$ cat src/rtl/fs_pkg.sv
package fs_pkg;

  typedef enum logic [1:0] {
    CAUSE_NONE = 2'd0,
    CAUSE_OC   = 2'd1,
    CAUSE_OV   = 2'd2,
    CAUSE_UV   = 2'd3
  } cause_e;

  // Qualified comparator results handed from datapath to control
  typedef struct packed {
    logic ovQual;    // above rising OV threshold for the full window
    logic uvQual;    // below UV threshold for the full window
    logic fallQual;  // below falling OV threshold for the full window
    logic inWindow;  // instantaneous UV <= fb <= OV rising
  } dpStrobes_t;

endpackage

$ cat src/rtl/fs_qualifier.sv
module fs_qualifier #(
  parameter int QUAL_CYCLES = 500
) (
  input  logic clk,
  input  logic rst_n,
  input  logic cond,
  output logic qualified
);
  localparam int CW = $clog2(QUAL_CYCLES + 1);

  logic [CW-1:0] cnt;

  // Saturating run-length counter; any break in the condition restarts it
  always_ff @(posedge clk or negedge rst_n) begin
    if (!rst_n) begin
      cnt <= '0;
    end else if (!cond) begin
      cnt <= '0;
    end else if (cnt != CW'(QUAL_CYCLES)) begin
      cnt <= cnt + 1'b1;
    end
  end

  assign qualified = cond && (cnt == CW'(QUAL_CYCLES));
endmodule

$ cat src/rtl/fs_datapath.sv
module fs_datapath
  import fs_pkg::*;
#(
  parameter int FB_W         = 10,
  parameter int OV_RISE_CODE = 580,
  parameter int OV_FALL_CODE = 530,
  parameter int UV_CODE      = 430,
  parameter int QUAL_CYCLES  = 500
) (
  input  logic            clk,
  input  logic            rst_n,
  input  logic [FB_W-1:0] fbCode,
  output dpStrobes_t      strobes
);
  localparam int NQ = 3;

  int unsigned fbVal;
  logic [NQ-1:0] rawCond;
  logic [NQ-1:0] qualOut;

  assign fbVal = int'(fbCode);
  // index 0: above OV rising, 1: below UV, 2: below OV falling
  assign rawCond[0] = fbVal > OV_RISE_CODE;
  assign rawCond[1] = fbVal < UV_CODE;
  assign rawCond[2] = fbVal < OV_FALL_CODE;

  for (genvar g = 0; g < NQ; g++) begin : g_qual
    fs_qualifier #(.QUAL_CYCLES(QUAL_CYCLES)) u_qual (
      .clk      (clk),
      .rst_n    (rst_n),
      .cond     (rawCond[g]),
      .qualified(qualOut[g])
    );
  end

  assign strobes.ovQual   = qualOut[0];
  assign strobes.uvQual   = qualOut[1];
  assign strobes.fallQual = qualOut[2];
  assign strobes.inWindow = !rawCond[0] && !rawCond[1];
endmodule

$ cat src/rtl/fs_control.sv
module fs_control
  import fs_pkg::*;
(
  input  logic       clk,
  input  logic       rst_n,
  input  dpStrobes_t strobes,
  input  logic       ocFlag,
  input  logic       enable,
  input  logic       porOk,
  input  logic       crowbarMode,
  output logic       pgood,
  output logic       hsGateEn,
  output logic       lsGateEn,
  output logic       startBiasEn,
  output logic [1:0] faultCause
);
  logic   latched;
  logic   crowbarOn;
  logic   biasDone;
  cause_e cause;
  cause_e newCause;
  logic   clearReq;
  logic   running;

  assign clearReq = !enable || !porOk;
  assign running  = enable && porOk && !latched;

  // Same-edge priority: overcurrent, then overvoltage, then undervoltage
  always_comb begin
    if (ocFlag)              newCause = CAUSE_OC;
    else if (strobes.ovQual) newCause = CAUSE_OV;
    else if (strobes.uvQual) newCause = CAUSE_UV;
    else                     newCause = CAUSE_NONE;
  end

  always_ff @(posedge clk or negedge rst_n) begin
    if (!rst_n) begin
      latched   <= 1'b0;
      cause     <= CAUSE_NONE;
      crowbarOn <= 1'b0;
      biasDone  <= 1'b0;
    end else if (clearReq) begin
      latched   <= 1'b0;
      cause     <= CAUSE_NONE;
      crowbarOn <= 1'b0;
      biasDone  <= 1'b0;
    end else begin
      if (!latched && newCause != CAUSE_NONE) begin
        latched <= 1'b1;
        cause   <= newCause;
      end
      if (crowbarMode && (latched || newCause != CAUSE_NONE)) begin
        if (strobes.ovQual)        crowbarOn <= 1'b1;
        else if (strobes.fallQual) crowbarOn <= 1'b0;
      end else begin
        crowbarOn <= 1'b0;
      end
      if (pgood) biasDone <= 1'b1;
    end
  end

  assign pgood       = running && strobes.inWindow;
  assign hsGateEn    = running;
  assign lsGateEn    = running || (crowbarOn && crowbarMode);
  assign startBiasEn = !biasDone;
  assign faultCause  = cause;
endmodule

$ cat src/rtl/buck_fault_guard.sv
module buck_fault_guard
  import fs_pkg::*;
#(
  parameter int FB_W     = 10,
  parameter int REF_CODE = 500,
  parameter int CLK_MHZ  = 250,
  parameter int QUAL_NS  = 2000
) (
  input  logic            clk,
  input  logic            rst_n,
  input  logic [FB_W-1:0] fbCode,
  input  logic            ocFlag,
  input  logic            enable,
  input  logic            porOk,
  input  logic            crowbarMode,
  output logic            pgood,
  output logic            hsGateEn,
  output logic            lsGateEn,
  output logic            startBiasEn,
  output logic [1:0]      faultCause
);
  localparam int QUAL_CYCLES  = CLK_MHZ * QUAL_NS / 1000;
  localparam int OV_RISE_CODE = REF_CODE * 116 / 100;
  localparam int OV_FALL_CODE = REF_CODE * 106 / 100;
  localparam int UV_CODE      = REF_CODE * 86 / 100;

  dpStrobes_t strobes;

  fs_datapath #(
    .FB_W        (FB_W),
    .OV_RISE_CODE(OV_RISE_CODE),
    .OV_FALL_CODE(OV_FALL_CODE),
    .UV_CODE     (UV_CODE),
    .QUAL_CYCLES (QUAL_CYCLES)
  ) u_dp (
    .clk    (clk),
    .rst_n  (rst_n),
    .fbCode (fbCode),
    .strobes(strobes)
  );

  fs_control u_ctl (
    .clk        (clk),
    .rst_n      (rst_n),
    .strobes    (strobes),
    .ocFlag     (ocFlag),
    .enable     (enable),
    .porOk      (porOk),
    .crowbarMode(crowbarMode),
    .pgood      (pgood),
    .hsGateEn   (hsGateEn),
    .lsGateEn   (lsGateEn),
    .startBiasEn(startBiasEn),
    .faultCause (faultCause)
  );
endmodule

$ cat config.mk
export PLATFORM = sky130hd
export DESIGN_NAME = buck_fault_guard
export DESIGN_NICKNAME = d
export VERILOG_FILES = /design/src/rtl/fs_pkg.sv /design/src/rtl/fs_qualifier.sv /design/src/rtl/fs_datapath.sv /design/src/rtl/fs_control.sv /design/src/rtl/buck_fault_guard.sv
export SDC_FILE = /design/constraint.sdc
export NUM_CORES = 1
export LEC_CHECK = 0
export BUFFER_PORTS_ARGS = -buffer_cell sky130_fd_sc_hd__clkbuf_2
export CAP_MARGIN = 15
export CORE_ASPECT_RATIO = 0.8
export CORE_MARGIN = 2
export CORE_UTILIZATION = 45
export DETAILED_ROUTE_END_ITERATION = 16
export PLACE_DENSITY_LB_ADDON = 0.25
export SETUP_SLACK_MARGIN = 0.05
export SKIP_CTS_REPAIR_TIMING = 1
export SYNTH_ARGS = -nofsm -noshare
export SYNTH_HDL_FRONTEND = slang
export SYNTH_SLANG_ARGS = --single-unit
$ cat constraint.sdc
create_clock -name clk -period 3.35 [get_ports clk]
set_clock_uncertainty 0.15 [all_clocks]
set_input_delay 0.5025 -clock clk [delete_from_list [all_inputs] [get_ports clk]]
set_output_delay 0.5025 -clock clk [all_outputs]
set_load 0.03 [all_outputs]
# Word level (Yosys, flattened, before mapping)
# Index checks and enable logic that the tools add are counted.
[word_totals]
register_bits = 32
in_bits = 16
out_inout_bits = 6
wordCells = 64
[classes]
add_sub_neg = 3
order_cmp = 3
n_eq_ne = 10
mux = 19
reduce_logical = 22
[op_table]
columns = ["op", "n"]
rows = [
  ["$mux 9", 6],
  ["$add 9x1->9 const B", 3],
  ["$eq 9x9->1 const B", 3],
  ["$ne 9x9->1 const B", 3],
  ["$gt 10x10->1 const B", 1],
  ["$logic_and 1x1->1", 10],
  ["$lt 10x10->1 const B", 1],
  ["$lt 10x9->1 const B", 1],
  ["$mux 2", 5],
  ["$mux 1", 8],
  ["$logic_not 1->1", 6],
  ["$ne 2x1->1 const B", 3],
  ["$reduce_bool 2->1", 3],
  ["$ne 4x3->1 const B", 1],
  ["$logic_or 1x1->1", 3],
]

# Depth between registers and ports, before layout
[logic_depth]
word_depth = 10
ltp_mapped = 6
mapped_depth_nobuf = 6

# By module
# Synthesis repeated with hierarchy kept, for this count alone.
[unflattened]
cells_unflattened = 192
hier_area_um2 = 1806.7
[by_module_without_submodules]
columns = ["mod", "n_inst", "cells_per_inst", "area_each_um2", "seq_area_each_um2"]
rows = [
  ["fs_qualifier", 3, 50, 490.5, 225.2],
  ["fs_control", 1, 27, 235.2, 125.1],
  ["fs_datapath", 1, 15, 100.1, 0.0],
]

# Least setup slack after synthesis
# No wires, ideal clock.
[synth_timing]
path_kind = "input to output"
from = "input fbCode[4]"
to = "output pgood"
arrival_ns = 1.518
required_time_ns = 2.697
slack_ns = 1.179
path_stages = 4
n_path_buf = 1
cell_sequence = "o31a_1 -> o31ai_4 -> buf_6 -> and3_1"
[synth_via]
elab_chain_len = 4
word_cells_on_any_way = 6
cone_classes = "order compare: 2; reduce/logical: 4"
[synth_lines]
columns = ["element", "line", "text"]
rows = [
  ["start: declaration", "buck_fault_guard.sv:11", "input logic [FB_W-1:0] fbCode,"],
  ["$gt 10x10->1 or $lt 10x9->1 (tied branches)", "fs_datapath.sv:23, fs_datapath.sv:24", ""],
  ["$logic_not 1->1", "fs_datapath.sv:39", "assign strobes.inWindow = !rawCond[0] && !rawCond[1];"],
  ["$logic_and 1x1->1 *", "fs_datapath.sv:39", ""],
  ["$logic_and 1x1->1 *", "fs_control.sv:62", "assign pgood = running && strobes.inWindow;"],
  ["end: declaration", "buck_fault_guard.sv:16", "output logic pgood,"],
]
# Every way passes the cells marked *; elsewhere a longest branch is shown, timed or not.

# Worst setup path in the final report
# Same ends and word-level chain as after synthesis.

==> impl_metrics.yaml <==
run_status:
  status: "finished, final reports clean"
sta:
  rsz0062_at_grt: "false"
  worst_pin_slew_ns: 0.807
  fin_crit_ns: 2.34
  setup_viol: 0
  hold_viol_final: 0
  relSlewSlack_pct: 46.2
  slew_viol_final: 0
  final.setup.tns_ns: 0
  period_share_pct: 69.8
  whs_ns: 0.147
  setup_ws_ns: 1.01
  clock.fmax_mhz: 427
die:
  fp.dieW_um: 73.7
  rows: 20
  core_region_area_mm2: 0.00375
  dieHeight_um: 59.7
  io_pins: 22
  dieArea_mm2: 0.00440
  initial_core_util_pct: 46.6
cells_and_area:
  layout-drive-gt1-share_pct: 17.8
  insertedDiodeCount: 0
  postLayoutCoreUtil_pct: 52.9
  final_cell_mix: "32 x dfrtp_1, 24 x nor2_1, 21 x clkbuf_2, 15 x a21oi_1"
  areaGrowthSynthToFinish_pct: 13.5
  nNetsFinal: 236
  layout_commonest_cell: "dfrtp_1"
routing:
  drt_iter0_markers: 70
  drt-total-wl_um: 3380
  antenna_left: 0
  first_pass_iters: 4
  wl_per_cell_um: 13.1
  remaining_drc_errors: 0
  via_per_inst: 5.50
  vias: 1419
setup_path:
  worstPathMaxFanout: 12
  reg2reg_slack_ns: 1.62
  timing.rr.start: "u_dp.g_qual[0].u_qual.cnt[0]"
  arrival_ns: 1.69
  timing.rr.end: "u_ctl.faultCause[0]"
  critPathCapture: "pgood"
  startpoint: "fbCode[4]"
  required_ns: 2.70
  crit_type: "input pin to output pin"
  cp-start-kind: "input pin"
  end_kind: "output pin"
  r2r_cells: 6
clock_tree:
  clk_latency_ns: 0.28
  root_buffer: "clkbuf_8"
  clockBufferDepth: 2
  cts_inserted_buffers: 5
  clkSinkCount: 32
  cts_tree: "done"
  clk_transition_reported_paths_ns: 0.07
  cts_max_level: 2
logic_synthesis:
  synth-seq-area-share_pct: 45.8
  synthFlopType: "dfrtp_1"
  synth-seq-cells: 32
  avgSynthCellArea_um2: 9.40
  syn_inst: 186
  synth_area_mm2: 0.00175
  postSynthNetCount: 208
  yosys.area.top_type: "dfrtp_1"
  synth-edff-count: 0
  synth.area.top_cells: "dfrtp_1 46%, nor2_1 5.2%, xnor2_1 4.5%, a21oi_1 4.3%, ha_1 4.3%"
  ys_types: 38
  yosysTopAreaCellShare_pct: 45.8
  ys_warn_count: 0
  synthArstFlopShare_pct: 100
grt:
  overflow: 0
  track_usage_pct: 17.3
  grt_pass1_vias: 1326
  grt_pass1_wl_um: 5780
  grt_max_degree: 33
  grt_antenna_before_repair: 0
power_and_ir_drop:
  cellLeakagePower_nw: 0.831
  powerDensity_mw_per_mm2: 393
  peakVddDrop_mv: 0.202
  total_power_uw: 780
place:
  place_congestion: 0.761
  io_buffers: 21
  dp_slack_ns: 1.01
  hpwl_um: 2450
worst_hold_path:
  hp-class: "input pin to asynchronous set/reset pin"
flow_run:
  maxCapViolCount: 0
[registers in the layout, summed over array words and instances, names as in the netlist]
name                    flops
u_ctl.biasDone              1
u_ctl.crowbarOn             1
u_ctl.faultCause            2
u_ctl.latched               1
u_dp.g_qual.u_qual.cnt     27
[how the worst min path moves through the flow]
stage	slack [ns]	from	depth (start not counted)	to
after detailed placement	0.38	u_ctl.biasDone	2	u_ctl.biasDone
after global placement	0.39	u_ctl.biasDone	2	u_ctl.biasDone
after floorplan	0.06	rst_n	0	u_ctl.biasDone
final	0.15	rst_n	1	u_dp.g_qual[1].u_qual.cnt[0]
after global routing	0.23	rst_n	1	u_dp.g_qual[1].u_qual.cnt[1]
after CTS	0.19	rst_n	1	u_dp.g_qual[1].u_qual.cnt[1]
[power by group]
part | internal, mW | switching, mW | leakage, nW | total, mW
clock network | 0.141 | 0.136 | 0.0410 | 0.277
logic | 0.0346 | 0.0549 | 0.352 | 0.0895
registers | 0.399 | 0.0150 | 0.438 | 0.414
total | 0.574 | 0.206 | 0.831 | 0.780
[metal layers]
metal / routed length (um) / vias up / GRT usage, %
met4: 40 / 0 / 7.27
li1: - / 719 / -
met3: 119 / 4 / 4.05
met2: 1510 / 24 / 26.1
met5: 0 / - / 0
met1: 1710 / 672 / 23.8
[synthesized netlist by cell type (2+ instances only)]
library cell	number
dfrtp_1	32
nor2_1	24
a21oi_1	15
inv_1	12
nand2_1	12
nand3_1	12
or3_1	12
o21ai_0	10
xnor2_1	9
ha_1	6
nand4_1	5
nor3_1	5
mux2i_1	3
nand4b_1	3
nor2_4	2
o31ai_1	2
[metrics by stage]
step	std cells	cell area, um^2
3_5_place_dp	251	1910
2_1_floorplan	186	1750
6_report	258	1980
4_1_cts	258	1980
5_1_grt	258	1980
3_3_place_gp	251	1910
[logic make-up (layout without fill, tap and decap cells)]
kind of cell / after synthesis / count (layout) / synth area share, %
and+or+nand+nor: 83 / 83 / 25.8
AOI/OAI and AO/OA: 39 / 39 / 14.3
DFF: 32 / 32 / 45.8
buffers and inverters: 14 / 42 / 3.51
xor gates and xnor gates: 9 / 9 / 4.51
adders and majority gates: 6 / 6 / 4.29
muxes: 3 / 3 / 1.72
[worst max-delay path, cell delays in order]
cell and delay, ns:
clkbuf_2 0.10, o31a_1 0.34, o31ai_4 0.16, buf_4 0.22
and3_1 0.17, clkbuf_2 0.19
[cell type report]
| class | instances | area (um^2) |
|---|---|---|
| flip-flops and latches | 32 | 801 |
| repair buffers | 23 | 120 |
| clock inverters | 1 | 5.00 |
| multi-input cells | 140 | 886 |
| well taps | 44 | 55.1 |
| fillers | 343 | 1770 |
| inverters | 12 | 45.0 |
| clock buffers | 6 | 72.6 |
No activity file was read; power rests on OpenSTA's default activity.
